[src/rtl/lut_refill_engine.sv]
module lut_refill_engine #(
  parameter int LUT_W = 32,
  parameter int LUT_H = 32,
  parameter int NENG  = 4,
  parameter int ENG   = 1
) (
  input  logic                                clk,
  input  logic                                rst_n,
  input  logic                                reg_we,
  input  logic [1:0]                          reg_addr,
  input  logic [31:0]                         reg_wdata,
  output logic [31:0]                         reg_rdata,
  output logic                                mem_req,
  output logic [31:0]                         mem_addr,
  input  logic                                mem_rvalid,
  input  logic [31:0]                         mem_rdata,
  output logic                                lut_we,
  output logic [3:0]                          lut_sel,
  output logic [$clog2(LUT_W*LUT_H)-1:0]      lut_idx,
  output logic [31:0]                         lut_data,
  output logic                                irq
);
  localparam int IDXW   = $clog2(LUT_W*LUT_H);
  localparam int IRQW   = 8*NENG;
  localparam int DONE_B = 8*ENG;
  localparam int ERR_B  = 8*ENG + 1;

  typedef enum logic [1:0] {S_IDLE, S_HDR, S_DATA} st_t;

  st_t             st;
  logic [1:0]      widx;
  logic            pend, err;
  logic [31:0]     desc, rect, dptr, nxt;
  logic [7:0]      ctl, cx, cy;
  logic [IRQW-1:0] irq_st;

  wire [7:0] x0 = rect[7:0];
  wire [7:0] x1 = rect[15:8];
  wire [7:0] y0 = rect[23:16];
  wire [7:0] y1 = rect[31:24];

  wire take     = mem_rvalid && pend;
  wire ready    = (st == S_IDLE) && !pend;
  wire start_wr = reg_we && (reg_addr == 2'd0);
  wire bad_hdr  = (x1 < x0) || (y1 < y0) || (dptr[3:0] != 4'd0) || (mem_rdata[3:0] != 4'd0);
  wire last_ent = (cx == x1) && (cy == y1);
  wire [31:0] idx_full = 32'(cy) * 32'(LUT_W) + 32'(cx);

  assign mem_req  = (st != S_IDLE) && !pend;
  assign mem_addr = (st == S_HDR) ? desc + {28'd0, widx, 2'b00} : dptr;
  assign lut_we   = (st == S_DATA) && take;
  assign lut_sel  = ctl[7:4];
  assign lut_idx  = idx_full[IDXW-1:0];
  assign lut_data = mem_rdata;
  assign irq      = |irq_st;

  always_comb begin
    case (reg_addr)
      2'd0:    reg_rdata = desc;
      2'd1:    reg_rdata = {30'd0, err, ready};
      2'd2:    reg_rdata = 32'(irq_st);
      default: reg_rdata = '0;
    endcase
  end

  always_ff @(posedge clk) begin
    if (!rst_n) begin
      st <= S_IDLE; widx <= '0; pend <= 1'b0; err <= 1'b0;
      desc <= '0; rect <= '0; dptr <= '0; nxt <= '0; ctl <= '0;
      cx <= '0; cy <= '0; irq_st <= '0;
    end else begin
      if (mem_req) pend <= 1'b1;
      else if (take) pend <= 1'b0;

      if (reg_we && reg_addr == 2'd2) irq_st <= irq_st & ~reg_wdata[IRQW-1:0];

      if (take) begin
        case (st)
          S_HDR: begin
            case (widx)
              2'd0:    rect <= mem_rdata;
              2'd1:    ctl  <= mem_rdata[7:0];
              2'd2:    dptr <= mem_rdata;
              default: ;
            endcase
            widx <= widx + 2'd1;
            if (widx == 2'd3) begin
              nxt <= mem_rdata;
              if (bad_hdr) begin
                err <= 1'b1; irq_st[ERR_B] <= 1'b1; st <= S_IDLE;
              end else if (ctl[0]) begin
                st <= S_DATA; cx <= x0; cy <= y0;
              end else if (mem_rdata == 32'd0) begin
                irq_st[DONE_B] <= 1'b1; st <= S_IDLE;
              end else begin
                desc <= mem_rdata;
              end
            end
          end
          S_DATA: begin
            dptr <= dptr + 32'd4;
            if (last_ent) begin
              if (nxt == 32'd0) begin
                irq_st[DONE_B] <= 1'b1; st <= S_IDLE;
              end else begin
                desc <= nxt; st <= S_HDR; widx <= 2'd0;
              end
            end else if (cx == x1) begin
              cx <= x0; cy <= cy + 8'd1;
            end else begin
              cx <= cx + 8'd1;
            end
          end
          default: ;
        endcase
      end

      if (start_wr) begin
        if (reg_wdata == 32'd0) begin
          st <= S_IDLE;
        end else if (ready) begin
          if (reg_wdata[3:0] != 4'd0) begin
            err <= 1'b1; irq_st[ERR_B] <= 1'b1;
          end else begin
            desc <= reg_wdata; err <= 1'b0; st <= S_HDR; widx <= 2'd0;
          end
        end
      end
    end
  end

  p_one_outstanding_r11: assert property (@(posedge clk) disable iff (!rst_n)
    mem_req |=> !mem_req);
  p_word_aligned_r11: assert property (@(posedge clk) disable iff (!rst_n)
    mem_req |-> (mem_addr[1:0] == 2'b00));
  p_write_in_rect_r3: assert property (@(posedge clk) disable iff (!rst_n)
    lut_we |-> (cx >= x0 && cx <= x1 && cy >= y0 && cy <= y1));
  p_cancel_quiet_r8: assert property (@(posedge clk) disable iff (!rst_n)
    (reg_we && reg_addr == 2'd0 && reg_wdata == 32'd0) |=> (!mem_req && !lut_we));
  p_start_only_r2: assert property (@(posedge clk) disable iff (!rst_n)
    $fell(ready) |-> $past(start_wr && reg_wdata != 32'd0));
  p_fault_flagged_r6: assert property (@(posedge clk) disable iff (!rst_n)
    $rose(err) |-> irq_st[ERR_B]);
endmodule

[config.mk]
export PLATFORM = sky130hd
export DESIGN_NAME = lut_refill_engine
export DESIGN_NICKNAME = d
export VERILOG_FILES = /design/src/rtl/lut_refill_engine.sv
export SDC_FILE = /design/constraint.sdc
export NUM_CORES = 1
export LEC_CHECK = 0
export BUFFER_PORTS_ARGS = -buffer_cell sky130_fd_sc_hd__buf_2
export CORE_ASPECT_RATIO = 1.5
export CORE_MARGIN = 1
export CORE_UTILIZATION = 50
export CTS_BUF_LIST = sky130_fd_sc_hd__clkbuf_8
export CTS_CLUSTER_SIZE = 40
export DETAILED_ROUTE_END_ITERATION = 10
export GPL_ROUTABILITY_DRIVEN = 0
export PLACE_DENSITY_LB_ADDON = 0.12
export REMOVE_ABC_BUFFERS = 1
export SLEW_MARGIN = 10
export SYNTH_ARGS = -nofsm -noshare
export SYNTH_HDL_FRONTEND = slang
export SYNTH_SLANG_ARGS = --single-unit
[constraint.sdc]
create_clock -name clk -period 4.16 [get_ports clk]
set_clock_uncertainty 0.1 [all_clocks]
set_input_delay 0 -clock clk [delete_from_list [all_inputs] [get_ports clk]]
set_output_delay 0 -clock clk [all_outputs]
set_load 0.02 [all_outputs]
==> results of run 1 <==
registers in the layout (all words and copies together) (netlist names), 5 cells and up:
name / flops
rect: 32
dptr: 32
ctl: 5
desc: 32
nxt: 32
cy: 8
cx: 8
irq_st: 32
per-stage QoR:
| step | instances | worst slack [ns] | total power [mW] | TNS (ns) |
|---|---|---|---|---|
| 2_1_floorplan | 1480 | -1.378 | 1.897 | -99.55 |
| 3_3_place_gp | 2001 | 1.014 | 2.081 | 0 |
| 3_5_place_dp | 2001 | 1.009 | 2.081 | 0 |
| 4_1_cts | 2097 | 0.4694 | 3.420 | 0 |
| 5_1_grt | 2097 | 0.2942 | 3.500 | 0 |
| 6_report | 2097 | 0.4458 | 3.409 | 0 |
cells in the mapped netlist (all sizes together) (4+ instances only):
cell	instances	area share [%]
and2	8	0.42
or3	9	0.47
o22ai	11	0.57
buf	71	4.1
a21oi	206	8.6
nand2b	7	0.36
a21o	7	0.44
a31oi	12	0.75
a22oi	5	0.31
xnor2	30	2.2
nor2b	8	0.42
a31o	6	0.44
nand4	26	1.3
mux2	4	0.37
mux2i	97	8.1
nor3	23	1.0
a32o	7	0.58
inv	35	1.1
xor2	17	1.2
ha	30	3.1
nand3	34	1.5
or2	5	0.26
nand3b	4	0.25
or4	5	0.31
o21ai	52	2.2
o311a	28	2.3
clkbuf	99	3.1
a211oi	12	0.75
o31ai	6	0.37
and3	17	0.88
dfxtp	187	31
nand2	346	11
o41ai	4	0.51
nor2	163	5.1
nor4	37	2.4
power by group:
part           switching (mW)  total, mW  internal (mW)
clock network           0.698       1.32          0.619
registers             0.00602       1.80           1.79
logic                   0.187      0.295          0.108
layout make-up:
cell class                 count  share of cell area (%)
clock buffer                  19                   1.899
clock inverter                12                   1.072
inverter                      35                  0.9542
multi-input combinational   1258                   53.46
sequential                   187                   27.19
tap                          319                   2.899
timing repair buffer         267                   12.52
cells by family after synthesis:
| kind of cell | Yosys count |
|---|---|
| buffers and inverters | 205 |
| AOI/OAI and AO/OA | 381 |
| and+or+nand+nor | 697 |
| xor gates and xnor gates | 47 |
| adders and majority gates | 32 |
| muxes | 101 |
| DFF | 187 |
cells in the final DEF, fill, tap and decap left out, drive strengths merged, types with 9 or more instances in the layout:
cell type,count
a211oi,12
a21oi,206
a31oi,12
and3,17
buf,202
clkbuf,19
dfxtp,187
dlygate4sd3,65
ha,30
inv,37
mux2i,97
nand2,346
nand3,34
nand4,26
nor2,163
nor3,23
nor4,37
o21ai,52
o22ai,11
o311a,28
or3,9
xnor2,30
xor2,17
worst paths after layout:
check / slack (ns) / startpoint / endpoint / depth (start not counted)
max: 0.45 / widx[0]$_SDFF_PN0_ / mem_addr[28] / 10
min: 0.05 / reg_addr[0] / st[1]$_SDFF_PN0_ / 4
max reg2reg: 1.18 / cx[0]$_SDFFE_PN0P_ / desc[22]$_SDFF_PN0_ / 8
min reg2reg: 0.35 / irq_st[6]$_SDFFE_PN0P_ / irq_st[6]$_SDFFE_PN0P_ / 2
critical path: cells and delay by family, from the launching register on:
family | cells | cell delay (ns)
AOI/OAI and AO/OA | 1 | 0.29
xor gates and xnor gates | 1 | 0.06
adders and majority gates | 2 | 0.61
buffers and inverters | 2 | 0.31
DFF | 1 | 0.41
and+or+nand+nor | 4 | 1.44
layer usage:
layer,routed length [um],track usage [%]
met4,1749,16.29
met1,16130,39.64
met5,0,0
met2,20340,57.07
met3,2537,4.847
what timing repair did:
item                                    in CTS  in global routing
hold endpoints to repair                   161                  0
endpoints found under the setup margin       0                  0
hold buffers                                65                  0
==> summary.txt, run 1 <==
Timing
  – Fmax: 0.2692 GHz
  – Hold Slack: 0.04669 ns
  – Final setup vio count: 0
  – Least-Margin Pin Slew: 1.170 ns
  – Post-route clock period utilization: 89.28%
  – Tmin final: 3.714 ns
  – Final Max Tran Viols: 0
  – Final Hold Violating Endpoints: 0
  – RSZ-0062 raised after global routing: false
  – Slew margin rel.: 21.20%

GRT
  – First-pass GRT wire length: 62.32 mm
  – Pin count of the biggest net entering global routing: 93
  – GR Overflow Total: 0
  – Antenna violations before repair: 0
  – All-Layer GR Usage: 33.03%
  – Vias in the first global route: 11.28k

Clock tree
  – CTS H-tree depth: 4
  – Clock latency on the worst-skew pair: 0.50 ns
  – Clk sinks: 187
  – Post-cts gate resize count: 0
  – Max Root-Sink Buffers: 2
  – Clock tree from TritonCTS: yes
  – Reg clk slew, reported paths: 0.09 ns
  – Setup bufs post-CTS: 0
  – Cts bufs inserted: 17
  – CTS root buffer: clkbuf_8

Placement
  – Placed Area: 0.01271 mm^2
  – Number of port buffers: 182
  – HPWL Detailed: 28.31 mm

Floorplan
  – Top-Level Pins: 183
  – Die X-Extent: 128.8 um
  – Die Area: 0.02475 mm^2
  – Core area: 0.02366 mm^2
  – Starting Density: 50.97%
  – Die H: 192.2 um
  – Cell row count: 69

Worst setup path
  – Arr. time, crit path: 3.61 ns
  – Worst path slowest cell: or4_1
  – Crit start category: flop
  – Worst Path Class, Setup: flop to primary output
  – Slowest Stage Delay on Critical Path: 0.70 ns
  – Required @ worst endpoint: 4.06 ns
  – Maximum fanout along the worst path: 6
  – CP endpoint kind: primary output
  – Worst path cell trace: ha_1, inv_1, fa_1, nand3b_1, or4_1, nor3_1, and2_1, xnor2_1, a21oi_1, buf_2

Synth
  – Simple-gate area share of the yosys netlist: 25.79%
  – Synth Area in Adders: 3.445%
  – Post-synth cell types: 70
  – Post-synth EDFFs: 0
  – Async set or reset register ratio after synthesis: 0%
  – Flops & latches, synth: 187
  – XOR/XNOR share of the synthesized area: 3.414%
  – Mux share of post-synthesis cell area: 8.427%
  – Syn. warnings: 0
  – Avg Inst Size Synth: 7.307 um^2
  – Synth Area in Compound Gates: 19.55%
  – Largest family of logic cells by synthesized area: simple AND/OR/NAND/NOR gates
  – Syn Inst Count: 1,650
  – Netlist Area Pre-Place: 0.01206 mm^2
  – Main flop type after synthesis: dfxtp_1
  – Post-synthesis sequential area ratio: 31.05%

Detailed routing
  – First-pass DRT Iterations: 6
  – Vias: 12.33k
  – Detailed Route WL: 40.76 mm
  – Initial DRC count: 857
  – Vias/cell: 5.879
  – DR WL/cell: 19.44 um
  – Residual antenna-violating net count after detailed routing: 0
  – Remaining DRCs: 0

Min path
  – Worst Hold Class: input pin to flop

Status
  – Status: finished, final reports clean

Power and ir drop
  – Cell Pwr Density: 247.6 mW/mm^2
  – Leakage: 5.062 nW
  – Peak VDD IR: 0.1843 mV

Run
  – Max_cap viols: 0

Finish
  – Layout cell share with drive strength beyond 1: 14.85%
  – Register area: 0.003744 mm^2
  – Fin nets: 1,868
  – P&R area growth vs syn: 14.20%
  – Core Util, Final: 58.20%
  – # fillers: 2,255
  – Area of the multi-input gates: 0.007361 mm^2
  – Ant. Diodes: 0
  – Non-Filler Cell Area, Final: 0.01377 mm^2
Note: power is estimated with default switching activity, not from simulation.
==> run 2: changes to the inputs <==
--- a/config.mk
+++ b/config.mk
@@ -13,7 +13,7 @@
 export CTS_CLUSTER_SIZE = 40
 export DETAILED_ROUTE_END_ITERATION = 10
 export GPL_ROUTABILITY_DRIVEN = 0
-export PLACE_DENSITY_LB_ADDON = 0.12
+export PLACE_DENSITY = 0.83
 export REMOVE_ABC_BUFFERS = 1
 export SLEW_MARGIN = 10
 export SYNTH_ARGS = -nofsm -noshare
==> constraint.sdc (replaced) <==
create_clock -name clk -period 4.7 [get_ports clk]
set_clock_uncertainty 0.1 [all_clocks]
set_input_delay 0 -clock clk [delete_from_list [all_inputs] [get_ports clk]]
set_output_delay 0 -clock clk [all_outputs]
set_load 0.02 [all_outputs]
==> run 2 against run 1 <==
Effect of this change: worst hold slack lost 0.011 ns; register-to-register slack gained 0.16 ns; clock power shrank 12%; cell count is essentially flat; sequential share of layout area is essentially flat; first-iteration DRC count grew 34%; via count grew 4.5%; clock-buffer cell count shrank 2; largest power group unchanged.
==> summary.txt, run 2 (synthesis results as in run 1) <==
Timing
  – RSZ-0062 raised after global routing: false (unchanged)
  – Post-route clock period utilization: 78.16%
  – Fmax: 0.2722 GHz
  – Final Max Tran Viols: 0 (unchanged)
  – Final Hold Violating Endpoints: 0 (unchanged)
  – Final setup vio count: 0 (unchanged)
  – Tmin final: 3.674 ns
  – Slew margin rel.: 8.531% (was 21.20%)
  – Least-Margin Pin Slew: 1.359 ns (was 1.170 ns)

Finish
  – Commonest non-fill, non-tap cell in the layout: nand2_1 (unchanged)
  – Fin nets: 1,867 (was 1,868)
  – Most frequent cells in the layout: 346 x nand2_1, 206 x a21oi_1, 187 x dfxtp_1 (unchanged)
  – Layout cell share with drive strength beyond 1: 14.58% (was 14.85%)
  – Non-Filler Cell Area, Final: 0.01375 mm^2 (was 0.01377 mm^2)
  – P&R area growth vs syn: 14.07% (was 14.20%)
  – # fillers: 2,147 (was 2,255)
  – Ant. Diodes: 0 (unchanged)
  – Core Util, Final: 58.14% (was 58.20%)

Power and ir drop
  – Cell Pwr Density: 218.9 mW/mm^2 (was 247.6 mW/mm^2)
  – Peak VDD IR: 0.1542 mV (was 0.1843 mV)
  – Leakage: 5.054 nW (was 5.062 nW)

Clock tree
  – Max Root-Sink Buffers: 2 (unchanged)
  – CTS root buffer: clkbuf_8 (unchanged)
  – Cts bufs inserted: 17 (unchanged)
  – CTS H-tree depth: 4 (unchanged)
  – Clock latency on the worst-skew pair: 0.50 ns (about the same)
  – Clk sinks: 187 (unchanged)
  – Setup bufs post-CTS: 0 (unchanged)
  – Reg clk slew, reported paths: 0.10 ns (was 0.09 ns)
  – Clock tree from TritonCTS: yes (unchanged)

Detailed routing
  – Initial DRC count: 1,150 (was 857)
  – Remaining DRCs: 0 (unchanged)
  – DR WL/cell: 19.75 um (was 19.44 um)
  – Vias/cell: 6.145 (was 5.879)
  – First-pass DRT Iterations: 5 (was 6)
  – Residual antenna-violating net count after detailed routing: 0 (unchanged)
  – Vias: 12.88k (was 12.33k)
  – Detailed Route WL: 41.40 mm (was 40.76 mm)

Min path
  – Worst Hold Class: input pin to flop (unchanged)
  – Hold path depth: 5 (was 4)

GRT
  – Vias in the first global route: 11.86k (was 11.28k)
  – Pin count of the biggest net entering global routing: 86 (was 93)
  – First-pass GRT wire length: 63.76 mm (was 62.32 mm)
  – All-Layer GR Usage: 33.59% (was 33.03%)
  – Antenna violations before repair: 0 (unchanged)
  – GR Overflow Total: 0 (unchanged)

Worst setup path
  – Arr. time, crit path: 3.57 ns (was 3.61 ns)
  – Worst path slowest cell: or4_1 (unchanged)
  – Worst path cell trace: ha_1, inv_1, fa_1, nand3b_1, or4_1, nor3_1, nand2_1, xor2_1, a21oi_1, buf_2 (was ha_1, inv_1, fa_1, nand3b_1, or4_1, nor3_1, and2_1, xnor2_1, a21oi_1, buf_2)
  – Slowest Stage Delay on Critical Path: 0.74 ns (was 0.70 ns)
  – CP endpoint kind: primary output (unchanged)
  – Required @ worst endpoint: 4.60 ns (was 4.06 ns)
  – Maximum fanout along the worst path: 6 (unchanged)
  – Crit start category: flop (unchanged)
  – Worst Reg-to-Reg Cells: 7 (was 8)
  – Worst Path Class, Setup: flop to primary output (unchanged)

Placement
  – Placed Area: 0.01266 mm^2 (was 0.01271 mm^2)
  – HPWL Detailed: 28.53 mm (was 28.31 mm)
  – Number of port buffers: 182 (unchanged)

Floorplan
  – Cell row count: 69 (unchanged)
  – Die Area: 0.02475 mm^2 (unchanged)
  – Core area: 0.02366 mm^2 (unchanged)
  – Top-Level Pins: 183 (unchanged)
  – Die H: 192.2 um (unchanged)
  – Die X-Extent: 128.8 um (unchanged)
  – Starting Density: 50.97% (unchanged)

Run
  – Max_cap viols: 0 (unchanged)

Status
  – Status: finished, final reports clean (unchanged)
-- run 2: cell count changes in the layout (fill, tap and decap cells not counted), sizes merged --
cell         delta
inv             +2
clkinvlp        -1
clkinv          +1
clkbuf          -2
buf             -5
dlygate4sd3     +4
-- run 2: critical path, delay by kind of cell (launching register included) --
| family | cells | cell delay, ns |
|---|---|---|
| buf+inv | 2 | 0.25 |
| flops | 1 | 0.42 |
| xor+xnor | 1 | 0.15 |
| fa+ha+maj | 2 | 0.63 |
| compound gates | 1 | 0.15 |
| simple gates | 4 | 1.48 |
-- run 2: per-layer routing --
metal	global-route usage [%]	wire [um]	part of all wire [%]
met4	26.97	3369	8.1
met3	6.240	3721	9.0
met5	0	0	0
met1	37.52	14490	35
met2	55.68	19820	48
-- run 2: final timing paths --
path	startpoint	endpoint	slack [ns]
min reg2reg	irq_st[22]$_SDFFE_PN0P_	irq_st[22]$_SDFFE_PN0P_	0.35
min	reg_we	err$_SDFF_PN0_	0.04
max	widx[0]$_SDFF_PN0_	mem_addr[30]	1.03
max reg2reg	st[1]$_SDFF_PN0_	cy[6]$_SDFFE_PN0P_	1.34
-- run 2: cell type report --
cell class	count	area [um^2]	share of cell area, %
Tap cell	319	399.1	2.902
Timing Repair Buffer	266	1714	12.46
Multi-Input combinational cell	1258	7361	53.52
Clock inverter	14	170.2	1.237
Inverter	35	131.4	0.9552
Sequential cell	187	3744	27.22
Clock buffer	17	234.0	1.701
-- run 2: timing repair --
action,4_1_cts,5_1_grt
endpoints found under the hold margin,160,0
hold buffers,69,0
gates resized for setup,0,0
-- run 2: through the flow --
stage               setup WS (ns)  hold slack (ns)  instances  TNS [ns]  total power [mW]
floorplan                 -0.8383          -0.1000       1480    -36.73             1.679
global placement            1.610          0.08677       1996         0             1.836
detailed placement          1.459          0.09042       1996         0             1.837
CTS                         1.091         0.003516       2096         0             3.007
global route               0.8414          0.07001       2096         0             3.086
finish                      1.026          0.03607       2096         0             3.010
-- run 2: power breakdown --
part	internal, mW	total (mW)	switching [mW]
clock network	0.525	1.16	0.633
registers	1.59	1.59	0.00556
logic	0.0959	0.261	0.165
==> run 3: changes to the inputs <==
--- a/config.mk
+++ b/config.mk
@@ -13,7 +13,7 @@
 export CTS_CLUSTER_SIZE = 40
 export DETAILED_ROUTE_END_ITERATION = 10
 export GPL_ROUTABILITY_DRIVEN = 0
-export PLACE_DENSITY = 0.83
+export PLACE_DENSITY = 0.86
 export REMOVE_ABC_BUFFERS = 1
 export SLEW_MARGIN = 10
 export SYNTH_ARGS = -nofsm -noshare
==> constraint.sdc (replaced) <==
create_clock -name clk -period 3.17 [get_ports clk]
set_clock_uncertainty 0.1 [all_clocks]
set_input_delay 0 -clock clk [delete_from_list [all_inputs] [get_ports clk]]
set_output_delay 0 -clock clk [all_outputs]
set_load 0.02 [all_outputs]
==> run 3 against run 2 <==
Effect of this change: via count grew 3.6%; wire length up 4.3%; clock-buffer cell count rose by 4; clock power rose by 38%; utilization up 1.1 points; critical endpoint is now mem_addr[22]; largest cell class unchanged.
==> summary.txt, run 3 (synthesis results as in run 1) <==
Finish
  – P&R area growth vs syn: 16.29% (was 14.07%)
  – Finished Layout Cells: 2,122 (was 2,096)
  – # fillers: 2,087 (was 2,147)
  – Layout cell share with drive strength beyond 1: 16.42% (was 14.58%)
  – Commonest non-fill, non-tap cell in the layout: nand2_1 (unchanged)
  – Most frequent cells in the layout: 346 x nand2_1, 206 x a21oi_1, 183 x dfxtp_1 (was 346 x nand2_1, 206 x a21oi_1, 187 x dfxtp_1)
  – Fin nets: 1,892 (was 1,867)
  – Ant. Diodes: 0 (unchanged)
  – Non-Filler Cell Area, Final: 0.01402 mm^2 (was 0.01375 mm^2)

Timing
  – Post-route clock period utilization: 99.04%
  – Tmin final: 3.139 ns
  – Fmax: 0.3185 GHz
  – Final Max Tran Viols: 0 (unchanged)
  – TNS Setup: 0 ns (unchanged)
  – Slew margin rel.: 29.69% (was 8.531%)
  – Least-Margin Pin Slew: 1.055 ns (was 1.359 ns)
  – Worst setup margin: 0.03058 ns (was 1.026 ns)
  – Final setup vio count: 0 (unchanged)
  – RSZ-0062 raised after global routing: true (was false)
  – Final Hold Violating Endpoints: 0 (unchanged)

Floorplan
  – Cell row count: 69 (unchanged)
  – Starting Density: 50.97% (unchanged)
  – Die Area: 0.02475 mm^2 (unchanged)
  – Top-Level Pins: 183 (unchanged)
  – Die H: 192.2 um (unchanged)
  – Core area: 0.02366 mm^2 (unchanged)
  – Die X-Extent: 128.8 um (unchanged)

Detailed routing
  – First-pass DRT Iterations: 6 (was 5)
  – Vias/cell: 6.286 (was 6.145)
  – Initial DRC count: 1,524 (was 1,150)
  – DR WL met3: 4.425 mm (was 3.721 mm)
  – Metal2 WL: 20.38 mm (was 19.82 mm)
  – Vias: 13.34k (was 12.88k)
  – Routed length on met1: 14.18 mm (was 14.49 mm)
  – Remaining DRCs: 0 (unchanged)
  – Top layer used by detailed routing: met4 (unchanged)
  – Residual antenna-violating net count after detailed routing: 0 (unchanged)
  – DR WL/cell: 20.35 um (was 19.75 um)
  – Detailed Route WL: 43.17 mm (was 41.40 mm)

Placement
  – Cells after DPL: 2,019 (was 1,996)
  – Dpl ws: 0.2446 ns (was 1.459 ns)
  – HPWL Detailed: 29.46 mm (was 28.53 mm)
  – Number of port buffers: 182 (unchanged)
  – Placed Area: 0.01288 mm^2 (was 0.01266 mm^2)

Clock tree
  – CTS H-tree depth: 4 (unchanged)
  – CTS root buffer: clkbuf_8 (unchanged)
  – Clock tree from TritonCTS: yes (unchanged)
  – Max Root-Sink Buffers: 2 (unchanged)
  – Clk sinks: 187 (unchanged)
  – Reg clk slew, reported paths: 0.10 ns (about the same)
  – Clock latency on the worst-skew pair: 0.49 ns (was 0.50 ns)
  – Cts bufs inserted: 17 (unchanged)

Worst setup path
  – Launching point of the worst reg2reg path: rect[2]$_SDFFE_PN0P_ (was st[1]$_SDFF_PN0_)
  – Slowest Stage Delay on Critical Path: 0.61 ns (was 0.74 ns)
  – Arr. time, crit path: 3.04 ns (was 3.57 ns)
  – Required @ worst endpoint: 3.07 ns (was 4.60 ns)
  – Worst Path Class, Setup: flop to primary output (unchanged)
  – Worst path cell trace: ha_4, inv_2, fa_2, nand3b_1, or4_4, buf_6, and3b_1, xnor2_1, a21oi_1, buf_4 (was ha_1, inv_1, fa_1, nand3b_1, or4_1, nor3_1, nand2_1, xor2_1, a21oi_1, buf_2)
  – CP endpoint kind: primary output (unchanged)
  – Crit start category: flop (unchanged)
  – Worst path slowest cell: or4_4 (was or4_1)
  – Critical path origin: widx[0]$_SDFF_PN0_ (unchanged)
  – Crit path buf inv count: 3 (was 2)
  – Family with the most delay on the worst path: simple AND/OR/NAND/NOR gates (unchanged)
  – Maximum fanout along the worst path: 4 (was 6)

GRT
  – Antenna violations before repair: 0 (unchanged)
  – All-Layer GR Usage: 34.81% (was 33.59%)
  – First-pass GRT wire length: 66.18 mm (was 63.76 mm)
  – Vias in the first global route: 12.65k (was 11.86k)
  – Pin count of the biggest net entering global routing: 102 (was 86)
  – GR Overflow Total: 0 (unchanged)

Run
  – Max_cap viols: 0 (unchanged)

Power and ir drop
  – Cell Pwr Density: 311.3 mW/mm^2 (was 218.9 mW/mm^2)
  – Peak VDD IR: 0.2733 mV (was 0.1542 mV)
  – Leakage: 5.214 nW (was 5.054 nW)

Min path
  – Hold Startpoint: reg_addr[0] (was reg_we)
  – Worst Hold Class: input pin to flop (unchanged)

Status
  – Status: finished, final reports clean (unchanged)
[run 3: cell types whose count changed in the layout (fill, tap and decap cells not counted), sizes merged]
cell         change
clkbuf           +4
buf             +26
dlygate4sd3      -1
inv              +1
clkinv           -2
bufinv           -2
[run 3: path summary, 6_finish.rpt]
check | to | slack (ns) | depth (start not counted)
worst max register to register | desc[20]$_SDFF_PN0_ | 0.23 | 9
worst min register to register | irq_st[14]$_SDFFE_PN0P_ | 0.35 | 2
worst min-delay path | st[1]$_SDFF_PN0_ | 0.08 | 4
worst max-delay path | mem_addr[22] | 0.03 | 10
[run 3: worst register-to-register path, delay by kind of cell (launching register included)]
kind                       cells  cell delay, ns
AOI/OAI and AO/OA              4            1.33
buffers and inverters          2            0.39
and+or+nand+nor                1            0.11
muxes                          1            0.23
adders and majority gates      1            0.30
DFF                            1            0.36
[run 3: layout make-up]
class	instances	area [um^2]	share of cell area (%)
clock buffer	21	289.0	2.061
inverter	35	131.4	0.9370
clock inverter	11	95.09	0.6782
tap	319	399.1	2.847
timing repair buffer	291	1958	13.97
sequential	187	3749	26.74
multi-input combinational	1258	7400	52.78
[run 3: report_power, final]
part           total [mW]  leakage [nW]  switching, mW  internal (mW)
logic               0.407          3.51          0.256          0.150
registers            2.36          1.51        0.00736           2.35
clock network        1.60         0.199          0.898          0.702
total                4.37          5.21           1.16           3.20
[run 3: repair_timing]
item / 4_1_cts / 5_1_grt
gates resized for setup: 6 / 11
hold buffers: 68 / 0
setup endpoints to repair: 9 / 5
pin swaps: 1 / 4
setup buffers: 1 / 2
hold endpoints to repair: 162 / 0
gates cloned: 0 / 0
[run 3: per-stage QoR]
stage | util, % | power (mW) | hold WS (ns)
floorplan | - | 2.490 | -0.1000
detailed placement | 54.45 | 2.734 | 0.08909
global route | 59.27 | 4.465 | 0.08868
finish | 59.27 | 4.365 | 0.08214
global placement | 54.45 | 2.731 | 0.08721
CTS | 59.04 | 4.347 | 0.04328
[run 3: per-layer routing]
layer / GRT usage, % / up-vias
met1: 36.80 / 6158
met4: 31.90 / 0
met5: 0 / -
met3: 8.106 / 268
li1: - / 5990
met2: 57.13 / 923
